<file path="config.mk">
export PLATFORM = sky130hd
export DESIGN_NAME = chan_pair_buf
export DESIGN_NICKNAME = d
export VERILOG_FILES = /design/src/rtl/cpb_pkg.sv /design/src/rtl/cpb_pair_track.sv /design/src/rtl/cpb_wrap_detect.sv /design/src/rtl/chan_pair_buf.sv
export SDC_FILE = /design/constraint.sdc
export NUM_CORES = 1
export LEC_CHECK = 0
export ABC_AREA = 1
export ABC_CLOCK_PERIOD_IN_PS = 2000
export CAP_MARGIN = 5
export CORE_UTILIZATION = 25
export CTS_BUF_LIST = sky130_fd_sc_hd__clkbuf_16
export CTS_CLUSTER_SIZE = 12
export DETAILED_ROUTE_END_ITERATION = 7
export PLACE_DENSITY = 0.53
export SLEW_MARGIN = 5
export SYNTH_ARGS = -nofsm -noshare
export SYNTH_HDL_FRONTEND = slang
export SYNTH_SLANG_ARGS = --single-unit
</file>
<file path="constraint.sdc">
create_clock -name clk -period 2 [get_ports clk]
set_input_delay 0.4 -clock clk [delete_from_list [all_inputs] [get_ports clk]]
set_output_delay 0.4 -clock clk [all_outputs]
set_load 0.01 [all_outputs]
</file>
<file path="src/rtl/cpb_pkg.sv">
`timescale 1ns/1ps
package cpb_pkg;
  typedef struct packed {
    logic hi;
    logic lo;
  } seen_t;

  localparam seen_t SEEN_NONE = '{hi: 1'b0, lo: 1'b0};
endpackage

</file>
<file path="src/rtl/cpb_pair_track.sv">
`timescale 1ns/1ps
module cpb_pair_track
  import cpb_pkg::*;
#(
  parameter int unsigned HALF_W = 8
) (
  input  logic                  clk,
  input  logic                  rst_n,
  input  logic                  wr_en,
  input  logic                  wr_hi,
  input  logic [HALF_W-1:0]     wr_data,
  input  logic                  clr,
  input  logic                  freeze,
  output seen_t                 seen,
  output logic [2*HALF_W-1:0]   word_nxt,
  output logic                  complete
);
  localparam int unsigned WORD_W = 2 * HALF_W;

  logic              take;
  seen_t             seen_after;
  seen_t             seen_d;
  logic              seen_en;
  logic [WORD_W-1:0] shadow_q;
  logic [WORD_W-1:0] shadow_d;
  logic [1:0]        half_sel;

  assign take     = wr_en && !freeze;
  assign half_sel = {take && wr_hi, take && !wr_hi};

  // Shadow byte update: one generate arm per half.
  for (genvar g = 0; g < 2; g++) begin : g_half
    assign shadow_d[g*HALF_W +: HALF_W] =
      half_sel[g] ? wr_data : shadow_q[g*HALF_W +: HALF_W];
  end

  always_comb begin
    seen_after.hi = seen.hi | (take && !clr && wr_hi);
    seen_after.lo = seen.lo | (take && !clr && !wr_hi);
    complete      = seen_after.hi && seen_after.lo && !clr;
    if (clr || complete) begin
      seen_d = SEEN_NONE;
    end else begin
      seen_d = seen_after;
    end
    seen_en  = clr || !freeze;
    word_nxt = shadow_d;
  end

  always_ff @(posedge clk or negedge rst_n) begin
    if (!rst_n) begin
      seen     <= SEEN_NONE;
      shadow_q <= '0;
    end else begin
      if (seen_en) begin
        seen <= seen_d;
      end
      if (take) begin
        shadow_q <= shadow_d;
      end
    end
  end
endmodule

</file>
<file path="src/rtl/cpb_wrap_detect.sv">
`timescale 1ns/1ps
module cpb_wrap_detect #(
  parameter int unsigned CNT_W = 16
) (
  input  logic             clk,
  input  logic             rst_n,
  input  logic [CNT_W-1:0] cnt,
  input  logic [CNT_W-1:0] modulo,
  output logic             at_wrap
);
  logic [CNT_W-1:0] cnt_q;
  logic [CNT_W-1:0] limit;
  logic [CNT_W-1:0] limit_m1;

  always_comb begin
    limit    = (modulo == '0) ? '1 : modulo;
    limit_m1 = limit - 1'b1;
    at_wrap  = (cnt_q == limit_m1) && (cnt == limit);
  end

  always_ff @(posedge clk or negedge rst_n) begin
    if (!rst_n) begin
      cnt_q <= '0;
    end else begin
      cnt_q <= cnt;
    end
  end
endmodule

</file>
<file path="src/rtl/chan_pair_buf.sv">
`timescale 1ns/1ps
module chan_pair_buf
  import cpb_pkg::*;
#(
  parameter int unsigned HALF_W = 8,
  parameter int unsigned CS_W   = 2
) (
  input  logic                  clk,
  input  logic                  rst_n,
  input  logic                  wr_en,
  input  logic                  wr_hi,
  input  logic [HALF_W-1:0]     wr_data,
  input  logic                  ctl_wr,
  input  logic                  dbg_active,
  input  logic [2*HALF_W-1:0]   cnt,
  input  logic [2*HALF_W-1:0]   modulo,
  input  logic [CS_W-1:0]       clk_sel,
  input  logic                  pwm_mode,
  output logic [2*HALF_W-1:0]   chan_val
);
  localparam int unsigned WORD_W = 2 * HALF_W;

  seen_t             seen;
  logic [WORD_W-1:0] word_nxt;
  logic              complete;
  logic              at_wrap;
  logic              pending_q;
  logic              pending_d;
  logic              immediate;
  logic              commit;
  logic              dbg_wr;
  logic              val_en;
  logic [WORD_W-1:0] val_d;

  cpb_pair_track #(.HALF_W(HALF_W)) u_track (
    .clk      (clk),
    .rst_n    (rst_n),
    .wr_en    (wr_en),
    .wr_hi    (wr_hi),
    .wr_data  (wr_data),
    .clr      (ctl_wr),
    .freeze   (dbg_active),
    .seen     (seen),
    .word_nxt (word_nxt),
    .complete (complete)
  );

  cpb_wrap_detect #(.CNT_W(WORD_W)) u_wrap (
    .clk     (clk),
    .rst_n   (rst_n),
    .cnt     (cnt),
    .modulo  (modulo),
    .at_wrap (at_wrap)
  );

  always_comb begin
    immediate = !pwm_mode || (clk_sel == '0);
    commit    = (pending_q || complete) && (immediate || at_wrap);
    pending_d = (pending_q || complete) && !commit;
    dbg_wr    = dbg_active && wr_en;
    val_en    = commit || dbg_wr;
    val_d     = commit ? word_nxt : chan_val;
    if (dbg_wr) begin
      if (wr_hi) begin
        val_d[WORD_W-1:HALF_W] = wr_data;
      end else begin
        val_d[HALF_W-1:0] = wr_data;
      end
    end
  end

  always_ff @(posedge clk or negedge rst_n) begin
    if (!rst_n) begin
      pending_q <= 1'b0;
      chan_val  <= '0;
    end else begin
      pending_q <= pending_d;
      if (val_en) begin
        chan_val <= val_d;
      end
    end
  end
endmodule

</file>
==> reports/summary.json, run 1 <==
{
  "row_count": {"value": 41},
  "failed_checks": {"value": "negative setup slack"},
  "grt.overflow.total": {"value": 0},
  "internal-power": {"value": 0.00212, "unit": "W"},
  "setup_repair_after_global_routing_missed_its_margin": {"value": "yes"},
  "cts.sinks": {"value": 51},
  "final_net_count": {"value": 684},
  "filler_cell_count": {"value": 1315},
  "comb_power_share": {"value": 0.301},
  "floorplan.die_area": {"value": 0.0139, "unit": "mm^2"},
  "worstSetupStartpointType": {"value": "input port"},
  "routed_wl": {"value": 10500, "unit": "um"},
  "via_count": {"value": 3590},
  "syn_inst": {"value": 499},
  "power_switching_share": {"value": 0.316},
  "critical_path_peak_fanout": {"value": 10},
  "number_of_i_o_port_buffers": {"value": 64},
  "antenna_cells_inserted": {"value": 0},
  "hold_violation_total_from_the_final_report": {"value": 0},
  "setup-tns-final": {"value": -7220, "unit": "ps"},
  "number_of_flops_mapped_to_enable_cells_by_yosys": {"value": 0},
  "post_place_setup_slack": {"value": -1230, "unit": "ps"},
  "signal_arrival_time_at_the_worst_endpoint": {"value": 2710, "unit": "ps"},
  "area.growth.synth_to_final": {"value": 55.9, "unit": "%"},
  "synth_flop_cell": {"value": "sky130_fd_sc_hd__dfrtp_1"},
  "cts.clk_slew.worst_paths": {"value": 80, "unit": "ps"},
  "grt_first_pass_wirelength": {"value": 17500, "unit": "um"},
  "initial_antenna_violation_count": {"value": 0},
  "timing_worst_setup_path_type": {"value": "input port to flip-flop"},
  "max_freq": {"value": 407, "unit": "MHz"},
  "synth_top_cell_by_area": {"value": "sky130_fd_sc_hd__dfrtp_1"},
  "synth.yosys.seq_area_share": {"value": 0.380},
  "synth.top_cells.by_area": {"value": "sky130_fd_sc_hd__dfrtp_1, sky130_fd_sc_hd__nand2_1, sky130_fd_sc_hd__nand3_1"},
  "grt_max_degree": {"value": 52},
  "final_cells": {"value": 807},
  "worstPathCellList": {"value": "buf_2 > nor2_4 > nand2_2 > nor2_4 > nand2_4 > buf_4 > buf_4 > nand3_1 > nand2_1 > nand2_1 > nand3_1 > a21oi_1 > nand2_1 > nor2_1 > nand3_2 > nand2_4 > buf_6 > nand2_8 > buf_8 > a21oi_4 > nand2_2 > nand2_2"},
  "skew": {"value": 11.1, "unit": "ps"},
  "drive_above_1_share": {"value": 0.290},
  "global_route.usage.total": {"value": 0.157},
  "worst_slack": {"value": -460, "unit": "ps"},
  "synth.top_cell.area_share": {"value": 0.380},
  "dieHeight": {"value": 118, "unit": "um"},
  "synth-warning-count": {"value": 0},
  "clockBufferDepth": {"value": 2},
  "dr.first_iter.drc_count": {"value": 194},
  "first_global_vias": {"value": 3658},
  "ioPinCount": {"value": 65},
  "htree_num_levels": {"value": 2},
  "critical_path_required": {"value": 2250, "unit": "ps"},
  "min_period": {"value": 2460, "unit": "ps"},
  "slew_viol_final": {"value": 0},
  "cts_buffers": {"value": 5},
  "gpl.final_weighted_congestion": {"value": 0.891},
  "synth_cell_types": {"value": 30},
  "drt_pass1_iterations": {"value": 4},
  "crit_path_top_delay_cell": {"value": "sky130_fd_sc_hd__buf_8"},
  "syn-cell-area": {"value": 0.00336, "unit": "mm^2"},
  "clk-insertion-delay-late": {"value": 300, "unit": "ps"},
  "worstSetupEndpointType": {"value": "flip-flop"},
  "peak_supply_drop": {"value": 0.327, "unit": "mV"},
  "synth.mux.area_fraction": {"value": 0},
  "p_per_area": {"value": 592, "unit": "mW/mm^2"},
  "synth_commonest_cells": {"value": "sky130_fd_sc_hd__nand2_1, sky130_fd_sc_hd__nand3_1, sky130_fd_sc_hd__inv_1"},
  "min_path_type": {"value": "input port to async pin"},
  "timing.max_slew.rel_slack": {"value": 0.603},
  "synth_async_sr_flop_share": {"value": 1.00},
  "floorplan.initialDensity": {"value": 0.261},
  "die-width": {"value": 118, "unit": "um"},
  "total_power": {"value": 0.00310, "unit": "W"},
  "final-setup-viol-count": {"value": 17},
  "numPlacedInstances": {"value": 776},
  "worst-r2r-setup-slack": {"value": 80, "unit": "ps"},
  "worst_path_dominant_cell_family": {"value": "simple AND/OR/NAND/NOR gates"},
  "leakage": {"value": 2.67, "unit": "nW"},
  "worst_hold_slack": {"value": 86.9, "unit": "ps"},
  "synth_seq_cells": {"value": 51},
  "synthSimpleGateAreaFrac": {"value": 0.407},
  "cts_hold_repair.buffers": {"value": 0},
  "mappedNetlistNets": {"value": 549},
  "switch_pwr": {"value": 0.000981, "unit": "W"},
  "share_seq_of_total_power": {"value": 0.406},
  "fraction_of_the_cycle_the_final_worst_path_needs": {"value": 1.23},
  "power_frac_clock": {"value": 0.293},
  "core_area": {"value": 0.0129, "unit": "mm^2"},
  "drcViolationCount": {"value": 0},
  "result_of_the_run": {"value": "finished, violations left"},
  "tritoncts": {"value": "yes"},
  "worst_slew_pin_slew": {"value": 595, "unit": "ps"},
  "synth-adder-area-share": {"value": 0.00373},
  "crit_path_max_incr_delay": {"value": 170, "unit": "ps"},
  "avgViaCountPerCell": {"value": 4.45},
  "clockRootBuffer": {"value": "sky130_fd_sc_hd__clkbuf_16"},
  "synth_top_family_by_area": {"value": "simple AND/OR/NAND/NOR gates"},
  "postRouteAntennaNets": {"value": 0},
  "timing.critical_path.buf_inv": {"value": 5},
  "maximum_capacitance_violations": {"value": 0},
  "synth_most_common_cell": {"value": "sky130_fd_sc_hd__nand2_1"},
  "synthesis.area_per_instance": {"value": 6.73, "unit": "um^2"},
  "synth_compound_area_frac": {"value": 0.0808},
  "routed_wire_length_per_instance": {"value": 13.0, "unit": "um"},
  "dp.final_hpwl": {"value": 7450, "unit": "um"},
  "synth-xor-area-share": {"value": 0.0257}
}
placed cells by master (no fill, tap or decap), types with 2 or more instances in the layout:
cell / n
sky130_fd_sc_hd__buf_2: 8
sky130_fd_sc_hd__nand4_1: 4
sky130_fd_sc_hd__nor2_4: 8
sky130_fd_sc_hd__a21oi_1: 4
sky130_fd_sc_hd__buf_6: 14
sky130_fd_sc_hd__buf_12: 6
sky130_fd_sc_hd__xnor2_1: 2
sky130_fd_sc_hd__nand3_1: 51
sky130_fd_sc_hd__o21ai_0: 21
sky130_fd_sc_hd__nand3b_1: 5
sky130_fd_sc_hd__nand3_2: 21
sky130_fd_sc_hd__nand2_4: 7
sky130_fd_sc_hd__nand2_1: 151
sky130_fd_sc_hd__nand3_4: 2
sky130_fd_sc_hd__clkbuf_16: 5
sky130_fd_sc_hd__xor2_1: 6
sky130_fd_sc_hd__inv_1: 66
sky130_fd_sc_hd__nand2_2: 20
sky130_fd_sc_hd__buf_4: 60
sky130_fd_sc_hd__o21bai_1: 3
sky130_fd_sc_hd__nor2_2: 7
sky130_fd_sc_hd__nor2_1: 35
sky130_fd_sc_hd__dfrtp_1: 51
sky130_fd_sc_hd__o21ai_1: 3
sky130_fd_sc_hd__inv_2: 2
sky130_fd_sc_hd__a21oi_2: 10
sky130_fd_sc_hd__buf_8: 4
sky130_fd_sc_hd__clkdlybuf4s50_1: 47
logic make-up (layout without fill, tap and decap cells):
group           after synthesis  in the layout
simple gates                312            314
buf+inv                      82            216
flops                        51             51
compound gates               44             44
xor+xnor                      9              9
fa+ha+maj                     1              1
layout make-up:
class / count / area, um^2 / area share
clock buffers: 5 / 125 / 0.0239
well taps: 172 / 215 / 0.0411
clock inverters: 3 / 27.5 / 0.00526
multi-input cells: 368 / 2030 / 0.388
repair buffers: 139 / 1300 / 0.248
inverters: 69 / 262 / 0.0499
flip-flops and latches: 51 / 1280 / 0.244
registers in the layout (all words and copies together) (netlist names):
register          cells
pending_q             1
u_track.shadow_q     16
u_wrap.cnt_q         16
u_track.seen          2
chan_val             16
layer usage:
layer | wire length, um | track usage | vias up
li1 | - | - | 1842
met1 | 4780 | 0.196 | 1640
met2 | 5130 | 0.276 | 97
met3 | 439 | 0.0291 | 11
met4 | 93 | 0.0361 | 0
met5 | 0 | 0 | -
timing repair:
| item | in CTS | in global routing |
|---|---|---|
| gates resized for setup | 106 | 42 |
| pin swaps | 37 | 32 |
| cloned | 4 | 0 |
| endpoints found under the setup margin | 17 | 17 |
| endpoints found under the hold margin | 0 | 0 |
| buffers inserted | 18 | 4 |
through the flow:
| step | util | area, um^2 |
|---|---|---|
| after CTS | 0.397 | 5110 |
| after global routing | 0.407 | 5240 |
| after global placement | 0.360 | 4630 |
| after detailed placement | 0.360 | 4630 |
| after floorplan | - | 3420 |
| final | 0.407 | 5240 |
final timing paths:
kind	start	end	depth (start not counted)
max in group asynchronous	rst_n	u_track.shadow_q[3]$_DFFE_PN0P_	2
min in group clk	u_track.shadow_q[5]$_DFFE_PN0P_	u_track.shadow_q[5]$_DFFE_PN0P_	2
worst max-delay path	modulo[15]	chan_val[12]$_DFFE_PN0P_	22
worst min register to register	u_track.shadow_q[5]$_DFFE_PN0P_	u_track.shadow_q[5]$_DFFE_PN0P_	2
worst min-delay path	rst_n	u_wrap.cnt_q[3]$_DFF_PN0_	2
worst max register to register	u_wrap.cnt_q[10]$_DFF_PN0_	chan_val[12]$_DFFE_PN0P_	16
power by group through the flow:
stage,clock [W],sequential (W),combinational (W)
final,0.000910,0.00126,0.000934
after global placement,0,0.00127,0.000828
after global routing,0.000976,0.00127,0.00103
after floorplan,0,0.00129,0.000362
after CTS,0.000937,0.00125,0.000911
after detailed placement,0,0.00127,0.000832
Power figures use the tool's default switching activity.
==> run 2: changes to the inputs <==
- CORE_ASPECT_RATIO: not set -> 0.5
==> reports/summary.json, run 2 (synthesized netlist as in run 1, its figures left out) <==
{
  "place_area": {"value": 0.00464, "unit": "mm^2"},
  "grt_max_degree": {"value": 52},
  "timing.max_slew.rel_slack": {"value": 0.754},
  "die-width": {"value": 166, "unit": "um"},
  "final_net_count": {"value": 674},
  "p_per_area": {"value": 601, "unit": "mW/mm^2"},
  "gpl.final_weighted_congestion": {"value": 0.860},
  "worst_hold_slack": {"value": 93.8, "unit": "ps"},
  "largestRegisters": {"value": "chan_val: 16 flops, u_track.shadow_q: 16 flops, u_wrap.cnt_q: 16 flops"},
  "peak_supply_drop": {"value": 0.330, "unit": "mV"},
  "setup_repair_after_global_routing_missed_its_margin": {"value": "yes"},
  "cts_hold_repair.buffers": {"value": 0},
  "htree_num_levels": {"value": 2},
  "dieHeight": {"value": 84.0, "unit": "um"},
  "min_period": {"value": 2490, "unit": "ps"},
  "failed_checks": {"value": "design-rule violations, negative setup slack"},
  "cell_area_after_layout": {"value": 0.00507, "unit": "mm^2"},
  "result_of_the_run": {"value": "finished, violations left"},
  "final-setup-viol-count": {"value": 17},
  "fraction_of_the_cycle_the_final_worst_path_needs": {"value": 1.24},
  "timing_worst_setup_path_type": {"value": "input port to flip-flop"},
  "via_count": {"value": 3452},
  "dr.first_iter.drc_count": {"value": 137},
  "min_path_type": {"value": "input port to async pin"},
  "clockRootBuffer": {"value": "sky130_fd_sc_hd__clkbuf_16"},
  "critical_path_peak_fanout": {"value": 7},
  "avgViaCountPerCell": {"value": 4.34},
  "post_place_setup_slack": {"value": -1280, "unit": "ps"},
  "routed_wl": {"value": 9840, "unit": "um"},
  "ioPinCount": {"value": 65},
  "skew": {"value": 7.51, "unit": "ps"},
  "routed_wire_length_per_instance": {"value": 12.4, "unit": "um"},
  "cts_buffers": {"value": 5},
  "clockBufferDepth": {"value": 2},
  "max_freq": {"value": 402, "unit": "MHz"},
  "signal_arrival_time_at_the_worst_endpoint": {"value": 2720, "unit": "ps"},
  "leakage": {"value": 2.61, "unit": "nW"},
  "first_global_vias": {"value": 3451},
  "worst_slew_pin_slew": {"value": 369, "unit": "ps"},
  "worstSetupStartpointType": {"value": "input port"},
  "cts.clk_slew.worst_paths": {"value": 80, "unit": "ps"},
  "floorplan.die_area": {"value": 0.0139, "unit": "mm^2"},
  "number_of_i_o_port_buffers": {"value": 64},
  "setup.worst_path.start": {"value": "modulo[13]"},
  "tritoncts": {"value": "yes"},
  "antenna_cells_inserted": {"value": 0},
  "final_cell_mix": {"value": "sky130_fd_sc_hd__nand2_1, sky130_fd_sc_hd__inv_1, sky130_fd_sc_hd__buf_4"},
  "cts.sinks": {"value": 51},
  "floorplan.initialDensity": {"value": 0.261},
  "drt_pass1_iterations": {"value": 6},
  "layout.cells.most_common": {"value": "sky130_fd_sc_hd__nand2_1"},
  "grt_first_pass_wirelength": {"value": 16700, "unit": "um"},
  "initial_antenna_violation_count": {"value": 0},
  "area.growth.synth_to_final": {"value": 50.9, "unit": "%"},
  "filler_cell_count": {"value": 1337},
  "clk-insertion-delay-late": {"value": 300, "unit": "ps"},
  "core_area": {"value": 0.0129, "unit": "mm^2"},
  "row_count": {"value": 29},
  "grt.overflow.total": {"value": 0},
  "dp.final_hpwl": {"value": 7190, "unit": "um"},
  "maximum_capacitance_violations": {"value": 0},
  "drcViolationCount": {"value": 1},
  "slew_viol_final": {"value": 0},
  "hold_violation_total_from_the_final_report": {"value": 0},
  "worstSetupEndpointType": {"value": "flip-flop"},
  "global_route.usage.total": {"value": 0.148},
  "critical_path.reg2reg.startpoint": {"value": "u_wrap.cnt_q[0]$_DFF_PN0_"},
  "drive_above_1_share": {"value": 0.266},
  "critical_path_required": {"value": 2230, "unit": "ps"},
  "worst_slack": {"value": -490, "unit": "ps"},
  "postLayoutCoreUtil": {"value": 0.393},
  "postRouteAntennaNets": {"value": 0}
}
## run 2: where the power goes
part | internal [W] | switching [W] | leakage [nW]
clock network | 0.000473 | 0.000432 | 0.0746
registers | 0.00117 | 0.0000854 | 0.632
logic | 0.000457 | 0.000428 | 1.91
total | 0.00210 | 0.000945 | 2.61
## run 2: final timing paths
path | slack [ps] | end | cells after the start
worst max-delay path | -490 | chan_val[14]$_DFFE_PN0P_ | 23
worst min-delay path | 90 | chan_val[0]$_DFFE_PN0P_ | 2
worst max register to register | 100 | chan_val[14]$_DFFE_PN0P_ | 16
worst min register to register | 500 | u_track.shadow_q[3]$_DFFE_PN0P_ | 2
max in group asynchronous | 1660 | u_track.shadow_q[10]$_DFFE_PN0P_ | 2
min in group clk | 500 | u_track.shadow_q[3]$_DFFE_PN0P_ | 2
## run 2: critical path, cell delays in order
cell	delay, ps
sky130_fd_sc_hd__buf_8	100
sky130_fd_sc_hd__nor2_4	100
sky130_fd_sc_hd__nand2_2	70
sky130_fd_sc_hd__nor2_4	140
sky130_fd_sc_hd__nand2_4	100
sky130_fd_sc_hd__nand2_4	80
sky130_fd_sc_hd__inv_2	40
sky130_fd_sc_hd__ha_4	260
sky130_fd_sc_hd__xor2_1	130
sky130_fd_sc_hd__nand2_1	80
sky130_fd_sc_hd__a21oi_2	100
sky130_fd_sc_hd__nand2_1	80
sky130_fd_sc_hd__nor2_1	90
sky130_fd_sc_hd__nand3_1	80
sky130_fd_sc_hd__nor2_2	120
sky130_fd_sc_hd__nand3_2	100
sky130_fd_sc_hd__nand2_4	120
sky130_fd_sc_hd__buf_6	120
sky130_fd_sc_hd__buf_6	130
sky130_fd_sc_hd__nand3_2	60
sky130_fd_sc_hd__nand2_1	60
sky130_fd_sc_hd__nand3_1	70
sky130_fd_sc_hd__nand2_1	90
## run 2: stage by stage
stage	power, W	TNS (ps)	cells
floorplan	0.00165	-10450	499
global placement	0.00209	-20330	775
detailed placement	0.00210	-20810	775
CTS	0.00307	-7410	793
global route	0.00324	-11650	795
finish	0.00304	-7770	795
## run 2: final cells by class
type | instances | area (um^2) | share of cell area
tap | 170 | 213 | 0.0420
inverter | 69 | 259 | 0.0511
clock buffer | 5 | 125 | 0.0247
multi-input combinational | 366 | 1960 | 0.388
timing repair buffer | 131 | 1210 | 0.238
clock inverter | 3 | 22.5 | 0.00444
sequential | 51 | 1280 | 0.252
## run 2: what timing repair did
| action | CTS | global route |
|---|---|---|
| setup endpoints to repair | 17 | 17 |
| hold endpoints to repair | 0 | 0 |
| pin swaps | 32 | 21 |
| setup buffers | 8 | 3 |
| cloned | 2 | 0 |
| gates resized for setup | 106 | 21 |
## run 2: layer usage
layer / GRT usage / part of all wire / wire length, um / vias to the layer above
li1: - / - / - / 1814
met1: 0.200 / 0.50 / 4890 / 1573
met2: 0.248 / 0.46 / 4510 / 59
met3: 0.0294 / 0.036 / 355 / 6
met4: 0.0255 / 0.0075 / 74 / 0
met5: 0 / 0 / 0 / -
==> run 3: changes to the inputs <==
- SLEW_MARGIN: 5 -> 20
==> results of run 3 <==
Final layout, timing and power as in run 2 (identical DEF).
